File: src/rtl/dmadesc_pkg.sv
package dmadesc_pkg;
  localparam int CNT_W = 10;

  typedef enum logic [1:0] {
    ST_IDLE  = 2'd0,
    ST_FETCH = 2'd1,
    ST_RUN   = 2'd2
  } eng_state_t;

  localparam logic [2:0] MODE_STOP     = 3'd0;
  localparam logic [2:0] MODE_BASIC    = 3'd1;
  localparam logic [2:0] MODE_PINGPONG = 3'd3;

  localparam logic [1:0] INC_NONE = 2'd3;

  // live part of the configuration word, bits [18:0]
  typedef struct packed {
    logic [2:0]       mode;
    logic [1:0]       dinc;
    logic [1:0]       sinc;
    logic [1:0]       size;
    logic [CNT_W-1:0] nm1;
  } desc_cfg_t;
endpackage

File: src/rtl/dmadesc_pick.sv
module dmadesc_pick #(
  parameter int N = 24,
  localparam int W = (N > 1) ? $clog2(N) : 1
) (
  input  logic [N-1:0] req,
  output logic         any,
  output logic [W-1:0] idx
);
  // lowest index wins: scan downward so the last hit is the smallest
  always_comb begin
    any = |req;
    idx = '0;
    for (int i = N - 1; i >= 0; i--) begin
      if (req[i]) idx = W'(i);
    end
  end
endmodule

File: src/rtl/dmadesc_addrgen.sv
module dmadesc_addrgen #(
  parameter int AW = 32,
  parameter int CW = 10
) (
  input  logic [AW-1:0] end_ptr,
  input  logic [CW-1:0] remain,
  input  logic [1:0]    inc,
  output logic [AW-1:0] addr
);
  always_comb begin
    if (inc == dmadesc_pkg::INC_NONE) addr = end_ptr;
    else                               addr = end_ptr - (AW'(remain) << inc);
  end
endmodule

File: src/rtl/dmadesc_engine.sv
module dmadesc_engine #(
  parameter int          NCH          = 24,
  parameter int          AW           = 32,
  parameter logic [31:0] ALT_OFS      = 32'h100,
  parameter int          STRUCT_BYTES = 16,
  localparam int         CHW          = (NCH > 1) ? $clog2(NCH) : 1
) (
  input  logic           clk,
  input  logic           rst_n,
  input  logic [AW-1:0]  base_ptr,
  input  logic [NCH-1:0] chan_req,
  output logic           rd_valid,
  input  logic           rd_ready,
  output logic [AW-1:0]  rd_addr,
  input  logic           rsp_valid,
  input  logic [31:0]    rsp_data,
  output logic           xfer_valid,
  input  logic           xfer_ready,
  output logic [AW-1:0]  xfer_src,
  output logic [AW-1:0]  xfer_dst,
  output logic [1:0]     xfer_size,
  output logic [CHW-1:0] xfer_chan,
  output logic           xfer_alt,
  output logic [NCH-1:0] done
);
  import dmadesc_pkg::*;

  localparam int         SB_SH    = $clog2(STRUCT_BYTES);
  localparam logic [1:0] LAST_WRD = 2'd2;   // configuration word index
  localparam logic [1:0] N_WORDS  = 2'd3;   // reserved word is skipped

  eng_state_t       state;
  logic [NCH-1:0]   pend;
  logic [NCH-1:0]   alt_sel;
  logic [CHW-1:0]   cur_ch;
  logic             cur_alt;
  logic [1:0]       n_issued;
  logic [1:0]       n_got;
  logic [AW-1:0]    src_end;
  logic [AW-1:0]    dst_end;
  desc_cfg_t        cfg_q;
  desc_cfg_t        rsp_cfg;
  logic [CNT_W-1:0] remain;
  logic [NCH-1:0]   done_q;

  logic             pick_any;
  logic [CHW-1:0]   pick_idx;
  logic [NCH-1:0]   pend_clr;
  logic [AW-1:0]    struct_base;
  logic             mode_runs;

  dmadesc_pick #(.N(NCH)) i_pick (
    .req (pend),
    .any (pick_any),
    .idx (pick_idx)
  );

  dmadesc_addrgen #(.AW(AW), .CW(CNT_W)) i_src_gen (
    .end_ptr (src_end),
    .remain  (remain),
    .inc     (cfg_q.sinc),
    .addr    (xfer_src)
  );

  dmadesc_addrgen #(.AW(AW), .CW(CNT_W)) i_dst_gen (
    .end_ptr (dst_end),
    .remain  (remain),
    .inc     (cfg_q.dinc),
    .addr    (xfer_dst)
  );

  assign rsp_cfg     = desc_cfg_t'(rsp_data[$bits(desc_cfg_t)-1:0]);
  assign mode_runs   = (rsp_cfg.mode == MODE_BASIC) || (rsp_cfg.mode == MODE_PINGPONG);
  assign struct_base = base_ptr + (cur_alt ? AW'(ALT_OFS) : '0) + (AW'(cur_ch) << SB_SH);
  assign pend_clr    = (state == ST_IDLE && pick_any) ? (NCH'(1) << pick_idx) : '0;

  assign rd_valid   = (state == ST_FETCH) && (n_issued != N_WORDS);
  assign rd_addr    = struct_base + AW'({n_issued, 2'b00});
  assign xfer_valid = (state == ST_RUN);
  assign xfer_size  = cfg_q.size;
  assign xfer_chan  = cur_ch;
  assign xfer_alt   = cur_alt;
  assign done       = done_q;

  always_ff @(posedge clk) begin
    if (!rst_n) begin
      state    <= ST_IDLE;
      pend     <= '0;
      alt_sel  <= '0;
      cur_ch   <= '0;
      cur_alt  <= 1'b0;
      n_issued <= '0;
      n_got    <= '0;
      src_end  <= '0;
      dst_end  <= '0;
      cfg_q    <= '0;
      remain   <= '0;
      done_q   <= '0;
    end else begin
      done_q <= '0;
      pend   <= (pend & ~pend_clr) | chan_req;
      unique case (state)
        ST_IDLE: begin
          if (pick_any) begin
            cur_ch   <= pick_idx;
            cur_alt  <= alt_sel[pick_idx];
            n_issued <= '0;
            n_got    <= '0;
            state    <= ST_FETCH;
          end
        end
        ST_FETCH: begin
          if (rd_valid && rd_ready) n_issued <= n_issued + 2'd1;
          if (rsp_valid) begin
            n_got <= n_got + 2'd1;
            case (n_got)
              2'd0:     src_end <= rsp_data;
              2'd1:     dst_end <= rsp_data;
              LAST_WRD: begin
                cfg_q  <= rsp_cfg;
                remain <= rsp_cfg.nm1;
                state  <= mode_runs ? ST_RUN : ST_IDLE;
              end
              default: ;
            endcase
          end
        end
        ST_RUN: begin
          if (xfer_ready) begin
            if (remain == '0) begin
              done_q[cur_ch] <= 1'b1;
              if (cfg_q.mode == MODE_PINGPONG) alt_sel[cur_ch] <= ~alt_sel[cur_ch];
              state <= ST_IDLE;
            end else begin
              remain <= remain - 1'b1;
            end
          end
        end
        default: state <= ST_IDLE;
      endcase
    end
  end
endmodule

File: config.mk
export PLATFORM = sky130hd
export DESIGN_NAME = dmadesc_engine
export DESIGN_NICKNAME = d
export VERILOG_FILES = /design/src/rtl/dmadesc_pkg.sv /design/src/rtl/dmadesc_pick.sv /design/src/rtl/dmadesc_addrgen.sv /design/src/rtl/dmadesc_engine.sv
export SDC_FILE = /design/constraint.sdc
export NUM_CORES = 1
export LEC_CHECK = 0
export ABC_CLOCK_PERIOD_IN_PS = 5290
export BUFFER_PORTS_ARGS = -buffer_cell sky130_fd_sc_hd__buf_2
export CAP_MARGIN = 5
export CORE_AREA = 4 4 135 137
export CTS_BUF_LIST = sky130_fd_sc_hd__clkbuf_4 sky130_fd_sc_hd__clkbuf_8
export DETAILED_ROUTE_END_ITERATION = 8
export DIE_AREA = 0 0 139 141
export PLACE_DENSITY = 0.87
export REMOVE_ABC_BUFFERS = 1
export SLEW_MARGIN = 20
export SYNTH_ARGS = -nofsm -noshare
export SYNTH_HDL_FRONTEND = slang
export SYNTH_SLANG_ARGS = --single-unit
File: constraint.sdc
create_clock -name clk -period 5.29 [get_ports clk]
set_input_delay 0.529 -clock clk [delete_from_list [all_inputs] [get_ports clk]]
set_output_delay 0.529 -clock clk [all_outputs]
set_load 0.02 [all_outputs]
==> load_flow_metrics.sql, run 1 <==
INSERT INTO impl_metrics (metric_group, metric, value, unit) VALUES
('global_routing', 'met3_usage', '5.80', '%'),
('finish', 'instances_no_fill', '1745', ''),
('critical_path', 'worst-endpoint-required', '4.76', 'ns'),
('detailed_routing', 'avgRoutedWirePerCell', '15.9', 'microns'),
('floorplanning', 'pin_count', '223', ''),
('finish', 'synthToLayoutAreaGrowth', '14.9', '%'),
('synth', 'synth.largest_area_cell', 'sky130_fd_sc_hd__dfxtp_1', ''),
('synth', 'synth_largest_type_area_fraction', '32.6', '%'),
('synth', 'yosys.area_share.adder', '6.14', '%'),
('floorplanning', 'initial_core_util', '60.2', '%'),
('finish', 'finish.instance_area', '11800', 'sq um'),
('finish', 'filler_cell_count', '1398', ''),
('global_routing', 'global_route.usage.total', '27.6', '%'),
('synth', 'synth-seq-area-share', '32.6', '%'),
('synth', 'post_synth_main_area_contributors', 'sky130_fd_sc_hd__dfxtp_1, sky130_fd_sc_hd__nand2_1, sky130_fd_sc_hd__a21oi_1', ''),
('clock_network', 'cts_htree_levels', '4', ''),
('place', 'numPortBuffers', '218', ''),
('synth', 'post_synth_xor_area_fraction', '6.66', '%'),
('floorplanning', 'fp.dieArea', '19600', 'sq um'),
('timing', 'finalWorstPathRequiredPeriod', '4.82', 'ns'),
('global_routing', 'overflow_after_grt', '0', ''),
('detailed_routing', 'drt_wl_total', '27.7', 'mm'),
('detailed_routing', 'antenna_violating_nets_post_route', '0', ''),
('global_routing', 'grt_max_degree', '106', ''),
('pwr', 'vdd_drop_max', '0.173', 'mV'),
('critical_path', 'worstSetupStartpointType', 'register', ''),
('synth', 'syn-instance-count', '1336', ''),
('timing', 'rsz_0062_raised_after_global_routing', 'false', ''),
('floorplanning', 'floorplan.rows', '48', ''),
('timing', 'hold_violations', '0', ''),
('critical_path', 'setup.reg_to_reg.worst_slack', '2.07', 'ns'),
('floorplanning', 'core_footprint', '17100', 'sq um'),
('timing', 'number_of_endpoints_failing_setup_at_the_final_stage', '0', ''),
('synth', 'synth_edf_count', '0', ''),
('synth', 'post_synth_mux_area_share', '5.60', '%'),
('clock_network', 'cts_sinks', '167', ''),
('clock_network', 'max-clock-path-buffers', '2', ''),
('timing', 'report.final.slew_viol_count', '0', ''),
('timing', 'worstMarginPinSlew', '1.10', 'ns'),
('synth', 'cell_area_synth', '10300', 'sq um'),
('global_routing', 'wire_length_of_the_first_global_routing_pass', '45.8', 'mm'),
('timing', 'slew-limit-headroom', '26.6', '%'),
('place', 'detailedPlacementHpwl', '20.5', 'mm'),
('timing', 'setup_total_negative_slack', '0', 'ns'),
('synth', 'synth_ff_type', 'sky130_fd_sc_hd__dfxtp_1', ''),
('global_routing', 'first_global_vias', '9665', ''),
('clock_network', 'tritoncts', 'yes', ''),
('synth', 'post_synth.cell_area_avg', '7.68', 'sq um'),
('detailed_routing', 'num_vias', '10200', ''),
('synth', 'post_synth_num_cell_types', '71', ''),
('timing', 'min_period_over_period', '91.1', '%'),
('finish', 'layout.core_utilization', '69.1', '%'),
('place', 'gp_congestion', '0.948', ''),
('detailed_routing', 'drt_drc_violations_left', '0', ''),
('floorplanning', 'floorplan_die_width', '139', 'microns'),
('timing', 'finalWorstSetupSlack', '0.471', 'ns'),
('detailed_routing', 'dr.pass1.iters', '5', ''),
('global_routing', 'global_route_layer_with_the_greatest_usage', 'met2', ''),
('run_status', 'run_status', 'completed', ''),
('clock_network', 'post_cts.resized_instances', '0', ''),
('synth', 'synth_seq_cells', '167', ''),
('finish', 'antenna_cells_inserted', '0', ''),
('pwr', 'totalPowerFinal', '3.06', 'mW'),
('synth', 'compound_gate_portion_of_the_synthesized_area', '18.5', '%'),
('synth', 'async_set_or_reset_flop_fraction_in_the_synthesized_netlist', '0', '%'),
('pwr', 'power-per-cell-area', '260', 'nW/um^2'),
('global_routing', 'global_route.usage.met2', '48.5', '%'),
('clock_network', 'cts.hold.buffers_added', '0', ''),
('clock_network', 'postCtsSetupRepairBufs', '0', ''),
('timing', 'skew', '0.0188', 'ns'),
('place', 'place_area', '11400', 'sq um');
==> final cells by class <==
| type | instances | area, sq um | area share, % |
|---|---|---|---|
| clock buffer | 18 | 248 | 2.10 |
| clock inverter | 14 | 146 | 1.24 |
| multi-input combinational | 1048 | 6440 | 54.6 |
| inverter | 47 | 179 | 1.52 |
| timing repair buffer | 226 | 1150 | 9.76 |
| tap | 225 | 282 | 2.39 |
| sequential | 167 | 3350 | 28.4 |
==> routing by layer <==
layer | wire length, microns | part of all wire, %
met5 | 14 | 0.051
met2 | 13600 | 49
met1 | 11300 | 41
met3 | 2230 | 8.0
met4 | 605 | 2.2
==> synth_stat cells (all sizes together) (10+ instances only) <==
cell,n
and3,14
nand2b,13
mux2i,27
o21a,11
o21ai,35
nand2,241
a21oi,158
o221a,26
nand3,31
a211oi,13
nor2,165
or2,10
nor2b,15
nor3,28
xnor2,50
nor4,16
clkbuf,67
mux4,10
xor2,28
dfxtp,167
or3,11
inv,46
ha,44
==> layout by cell type (no fill, tap or decap), drive strengths merged, types with 28 or more instances in the layout <==
| master | Yosys | routed |
|---|---|---|
| a21oi | 158 | 158 |
| buf | 6 | 226 |
| dfxtp | 167 | 167 |
| ha | 44 | 44 |
| inv | 46 | 56 |
| nand2 | 241 | 241 |
| nand3 | 31 | 31 |
| nor2 | 165 | 165 |
| nor3 | 28 | 28 |
| o21ai | 35 | 35 |
| xnor2 | 50 | 50 |
| xor2 | 28 | 28 |
==> registers in the layout (all words and copies together) (netlist names), 5 cells and up <==
signal / count
dst_end: 32
src_end: 32
alt_sel: 24
done: 24
pend: 24
remain: 10
cfg_q: 7
xfer_chan: 5
==> critical path, stage by stage (launching register included) <==
cell and delay (ns):
sky130_fd_sc_hd__dfxtp_1 0.73, sky130_fd_sc_hd__mux2i_1 0.20, sky130_fd_sc_hd__o22a_1 0.24, sky130_fd_sc_hd__ha_1 0.32
sky130_fd_sc_hd__nor2b_1 0.13, sky130_fd_sc_hd__o21ai_0 0.11, sky130_fd_sc_hd__a21boi_0 0.33, sky130_fd_sc_hd__o221ai_1 0.26
sky130_fd_sc_hd__a2111o_1 0.44, sky130_fd_sc_hd__a21oi_1 0.30, sky130_fd_sc_hd__a21boi_1 0.27, sky130_fd_sc_hd__nand3b_1 0.19
sky130_fd_sc_hd__xnor2_1 0.13, sky130_fd_sc_hd__buf_2 0.18
==> final timing paths <==
path	cells past startpoint	from	endpoint
min reg2reg	2	cfg_q[16]	cfg_q[16]
max	13	cfg_q[15]	xfer_dst[24]
min	2	chan_req[20]	pend[20]
max reg2reg	10	remain[0]	alt_sel[17]
==> power by group <==
group	total, mW	internal (mW)	switching [mW]	leakage [nW]
Sequential	1.33	1.29	0.0422	1.36
Clock	0.906	0.366	0.540	0.198
Combinational	0.824	0.307	0.517	3.46
==> cell families (layout without fill, tap and decap cells) <==
group	Yosys count	in the layout
fa+ha+maj	48	48
compound gates	297	297
buf+inv	121	305
flops	167	167
simple gates	581	581
mux	44	44
xor+xnor	78	78
No activity file was read; power rests on OpenSTA's default activity.
==> run 2: changes to the inputs <==
Settings changed: CORE_AREA 4 4 135 137 to 4 4 138 140, DIE_AREA 0 0 139 141 to 0 0 142 144, PLACE_DENSITY 0.87 to 0.88, SYNTH_HIERARCHICAL set to 1.
==> run 2 against run 1 <==
  * Design area increased by 5.4%
  * Sequential power hardly changed
  * Area after synthesis rose by 6.9%
  * Critical endpoint is now xfer_dst[16]
  * Power increased by 0.77%
  * Setup slack gained 0.47 ns
  * Clock skew shrank 0.0047 ns
  * Critical path type unchanged
==> load_flow_metrics.sql, run 2 <==
INSERT INTO impl_metrics (metric_group, metric, value, unit) VALUES
('clock_network', 'cts_sinks', '167', ''),
('min_path', 'min-delay-path-class', 'in2reg', ''),
('detailed_routing', 'num_vias', '11300', ''),
('detailed_routing', 'dr.pass1.iters', '5', ''),
('critical_path', 'critical_path.max_fanout', '16', ''),
('floorplanning', 'pin_count', '223', ''),
('timing', 'report.final.slew_viol_count', '0', ''),
('finish', 'synthToLayoutAreaGrowth', '13.3', '%'),
('clock_network', 'cts_root_buffer', 'sky130_fd_sc_hd__clkbuf_8', ''),
('floorplanning', 'fp.dieArea', '20400', 'sq um'),
('critical_path', 'crit_top_cell', 'sky130_fd_sc_hd__o21ai_0', ''),
('timing', 'setup_total_negative_slack', '0', 'ns'),
('global_routing', 'wire_length_of_the_first_global_routing_pass', '51.5', 'mm'),
('job', 'drv.max_cap_violation_count', '0', ''),
('detailed_routing', 'detail_route.vias_per_cell', '6.12', ''),
('clock_network', 'clock_pin_slew_reported_for_the_worst_setup_and_hold_paths_after_clock_tree_synthesis', '0.11', 'ns'),
('synth', 'post_synth.cell_area_avg', '7.54', 'sq um'),
('detailed_routing', 'drt_wl_total', '32.1', 'mm'),
('pwr', 'power-per-cell-area', '248', 'nW/um^2'),
('synth', 'cell_area_synth', '11000', 'sq um'),
('finish', 'finish.instance_area', '12400', 'sq um'),
('global_routing', 'grt_max_degree', '88', ''),
('detailed_routing', 'drt_drc_violations_left', '0', ''),
('clock_network', 'post_cts.resized_instances', '0', ''),
('critical_path', 'worst-endpoint-required', '4.76', 'ns'),
('clock_network', 'max-clock-path-buffers', '2', ''),
('clock_network', 'clkLatencyLatePin', '0.48', 'ns'),
('finish', 'final_common_cell', 'sky130_fd_sc_hd__nand2_1', ''),
('floorplanning', 'floorplan_die_width', '142', 'microns'),
('synth', 'synthMostInstantiatedCell', 'sky130_fd_sc_hd__nand2_1', ''),
('synth', 'netlist_top_cells_count', 'sky130_fd_sc_hd__nand2_1, sky130_fd_sc_hd__a21oi_1, sky130_fd_sc_hd__dfxtp_1', ''),
('critical_path', 'timing.critical_path.arrival', '3.82', 'ns'),
('critical_path', 'worstSetupStartpointType', 'register', ''),
('timing', 'slew-limit-headroom', '39.6', '%'),
('global_routing', 'overflow_after_grt', '0', ''),
('finish', 'finish.net_count', '1753', ''),
('clock_network', 'cts.hold.buffers_added', '0', ''),
('critical_path', 'cp_slowest_cell', 'sky130_fd_sc_hd__dfxtp_1', ''),
('detailed_routing', 'avgRoutedWirePerCell', '17.3', 'microns'),
('synth', 'async_set_or_reset_flop_fraction_in_the_synthesized_netlist', '0', '%'),
('synth', 'synth.largest_area_cell', 'sky130_fd_sc_hd__dfxtp_1', ''),
('critical_path', 'endpoint_kind', 'primary output', ''),
('synth', 'post_synth_num_cell_types', '83', ''),
('place', 'place_area', '12000', 'sq um'),
('timing', 'worstMarginPinSlew', '0.906', 'ns'),
('finish', 'post_route_cells_drive_above_1_share', '19.4', '%'),
('synth', 'post_synth_main_area_contributors', 'sky130_fd_sc_hd__dfxtp_1, sky130_fd_sc_hd__nand2_1, sky130_fd_sc_hd__a21oi_1', ''),
('critical_path', 'cp_cell_sequence', 'mux2_2 > o21ai_0 > ha_1 > a21oi_1 > o21ai_0 > nor2b_1 > a2111oi_0 > nand3_1 > buf_2', ''),
('place', 'gp_congestion', '0.982', ''),
('pwr', 'static-leakage-power', '5.25', 'nW'),
('timing', 'finalWorstSetupSlack', '0.941', 'ns'),
('detailed_routing', 'antenna_violating_nets_post_route', '0', ''),
('clock_network', 'postCtsSetupRepairBufs', '0', ''),
('timing', 'min_period_over_period', '82.2', '%'),
('synth', 'ys_warn_count', '6', ''),
('clock_network', 'cts_inserted_buffers', '17', ''),
('clock_network', 'cts_htree_levels', '4', ''),
('critical_path', 'setup.worst_path.class', 'reg2out', ''),
('pwr', 'totalPowerFinal', '3.09', 'mW'),
('synth', 'synth-seq-area-share', '30.5', '%'),
('detailed_routing', 'drt_iter0_markers', '942', ''),
('place', 'numPortBuffers', '218', ''),
('synth', 'synth_edf_count', '0', ''),
('floorplanning', 'floorplan.rows', '49', ''),
('synth', 'synth_largest_type_area_fraction', '30.5', '%'),
('timing', 'skew', '0.0141', 'ns'),
('synth', 'syn-instance-count', '1455', ''),
('global_routing', 'global_route.usage.total', '30.6', '%'),
('place', 'detailedPlacementHpwl', '24.0', 'mm'),
('timing', 'max_freq', '230', 'MHz'),
('run_status', 'run_status', 'completed', ''),
('floorplanning', 'core_footprint', '17800', 'sq um'),
('clock_network', 'tritoncts', 'yes', ''),
('finish', 'antenna_cells_inserted', '0', ''),
('place', 'setup_slack_placement', '1.54', 'ns'),
('timing', 'finalWorstPathRequiredPeriod', '4.35', 'ns'),
('finish', 'most-common-layout-cells', 'sky130_fd_sc_hd__nand2_1, sky130_fd_sc_hd__buf_2, sky130_fd_sc_hd__a21oi_1, sky130_fd_sc_hd__dfxtp_1, sky130_fd_sc_hd__nor2_1', ''),
('global_routing', 'first_global_vias', '10500', ''),
('floorplanning', 'floorplan.die.height', '144', 'microns'),
('synth', 'synth_seq_cells', '167', ''),
('global_routing', 'antenna_violations_before_repair', '1', ''),
('floorplanning', 'initial_core_util', '61.5', '%'),
('timing', 'number_of_endpoints_failing_setup_at_the_final_stage', '0', ''),
('finish', 'reg.largest.list', 'dst_end x32, src_end x32', ''),
('timing', 'hold_violations', '0', ''),
('synth', 'synth_ff_type', 'sky130_fd_sc_hd__dfxtp_1', ''),
('pwr', 'vdd_drop_max', '0.223', 'mV'),
('critical_path', 'crit_path_max_incr_delay', '0.73', 'ns'),
('timing', 'rsz_0062_raised_after_global_routing', 'false', '');
==> run 2: cell types whose count changed after synthesis, sizes merged, moves of 12 or more <==
cell,previous run,this run
o21ai,35,79
a21oi,158,170
nor2,165,115
o211ai,2,14
nor4,16,35
o221a,26,0
o21bai,3,16
inv,46,69
==> run 2: cells by family (layout without fill, tap and decap cells) <==
| kind of cell | after synthesis | count (layout) | synth area share, % |
|---|---|---|---|
| flops | 167 | 167 | 30.5 |
| mux | 46 | 46 | 4.88 |
| compound gates | 378 | 378 | 21.0 |
| simple gates | 583 | 583 | 25.8 |
| buf+inv | 157 | 325 | 5.88 |
| fa+ha+maj | 50 | 50 | 5.98 |
| xor+xnor | 74 | 74 | 5.91 |
==> run 2: through the flow <==
step	std cells	hold slack, ns	utilization, %
2_1_floorplan	1367	0.432	-
3_3_place_gp	1820	0.440	67.3
3_5_place_dp	1820	0.444	67.3
4_1_cts	1852	0.240	69.6
5_1_grt	1852	0.254	69.6
6_report	1852	0.265	69.6
==> run 2: final timing paths <==
| check | start | endpoint | slack (ns) | depth (start not counted) |
|---|---|---|---|---|
| worst max-delay path | cfg_q[14] | xfer_dst[16] | 0.94 | 9 |
| worst min-delay path | chan_req[18] | pend[18] | 0.26 | 3 |
| worst max register to register | state[1] | alt_sel[10] | 1.84 | 6 |
| worst min register to register | xfer_size[1] | xfer_size[1] | 0.46 | 2 |
==> run 2: report_power, final <==
part	leakage, nW	internal (mW)	switching [mW]
combinational	3.69	0.304	0.512
clock	0.207	0.365	0.569
sequential	1.36	1.29	0.0461
==> run 2: per-layer routing <==
metal	up-vias	track usage [%]	share of wire [%]
met3	97	5.59	8.7
met1	5222	37.4	39
li1	5440	-	-
met4	2	13.5	3.4
met2	575	52.8	49
met5	-	0	0.022
==> run 2: worst max-delay path, delay by kind of cell (launching register included) <==
kind                     cells  cell delay, ns
multiplexers                 1            0.42
AO/OA/AOI/OAI                4            1.24
flip-flops                   1            0.73
buffers and inverters        1            0.18
adder cells (fa/ha/maj)      1            0.39
AND/OR/NAND/NOR              2            0.38
==> run 2: area by class of cell <==
class	count	area [sq um]
Clock buffer	17	234
Clock inverter	15	175
Fill cell	1425	5420
Inverter	69	260
Multi-Input combinational cell	1131	6990
Sequential cell	167	3340
Tap cell	229	287
Timing Repair Buffer	224	1140
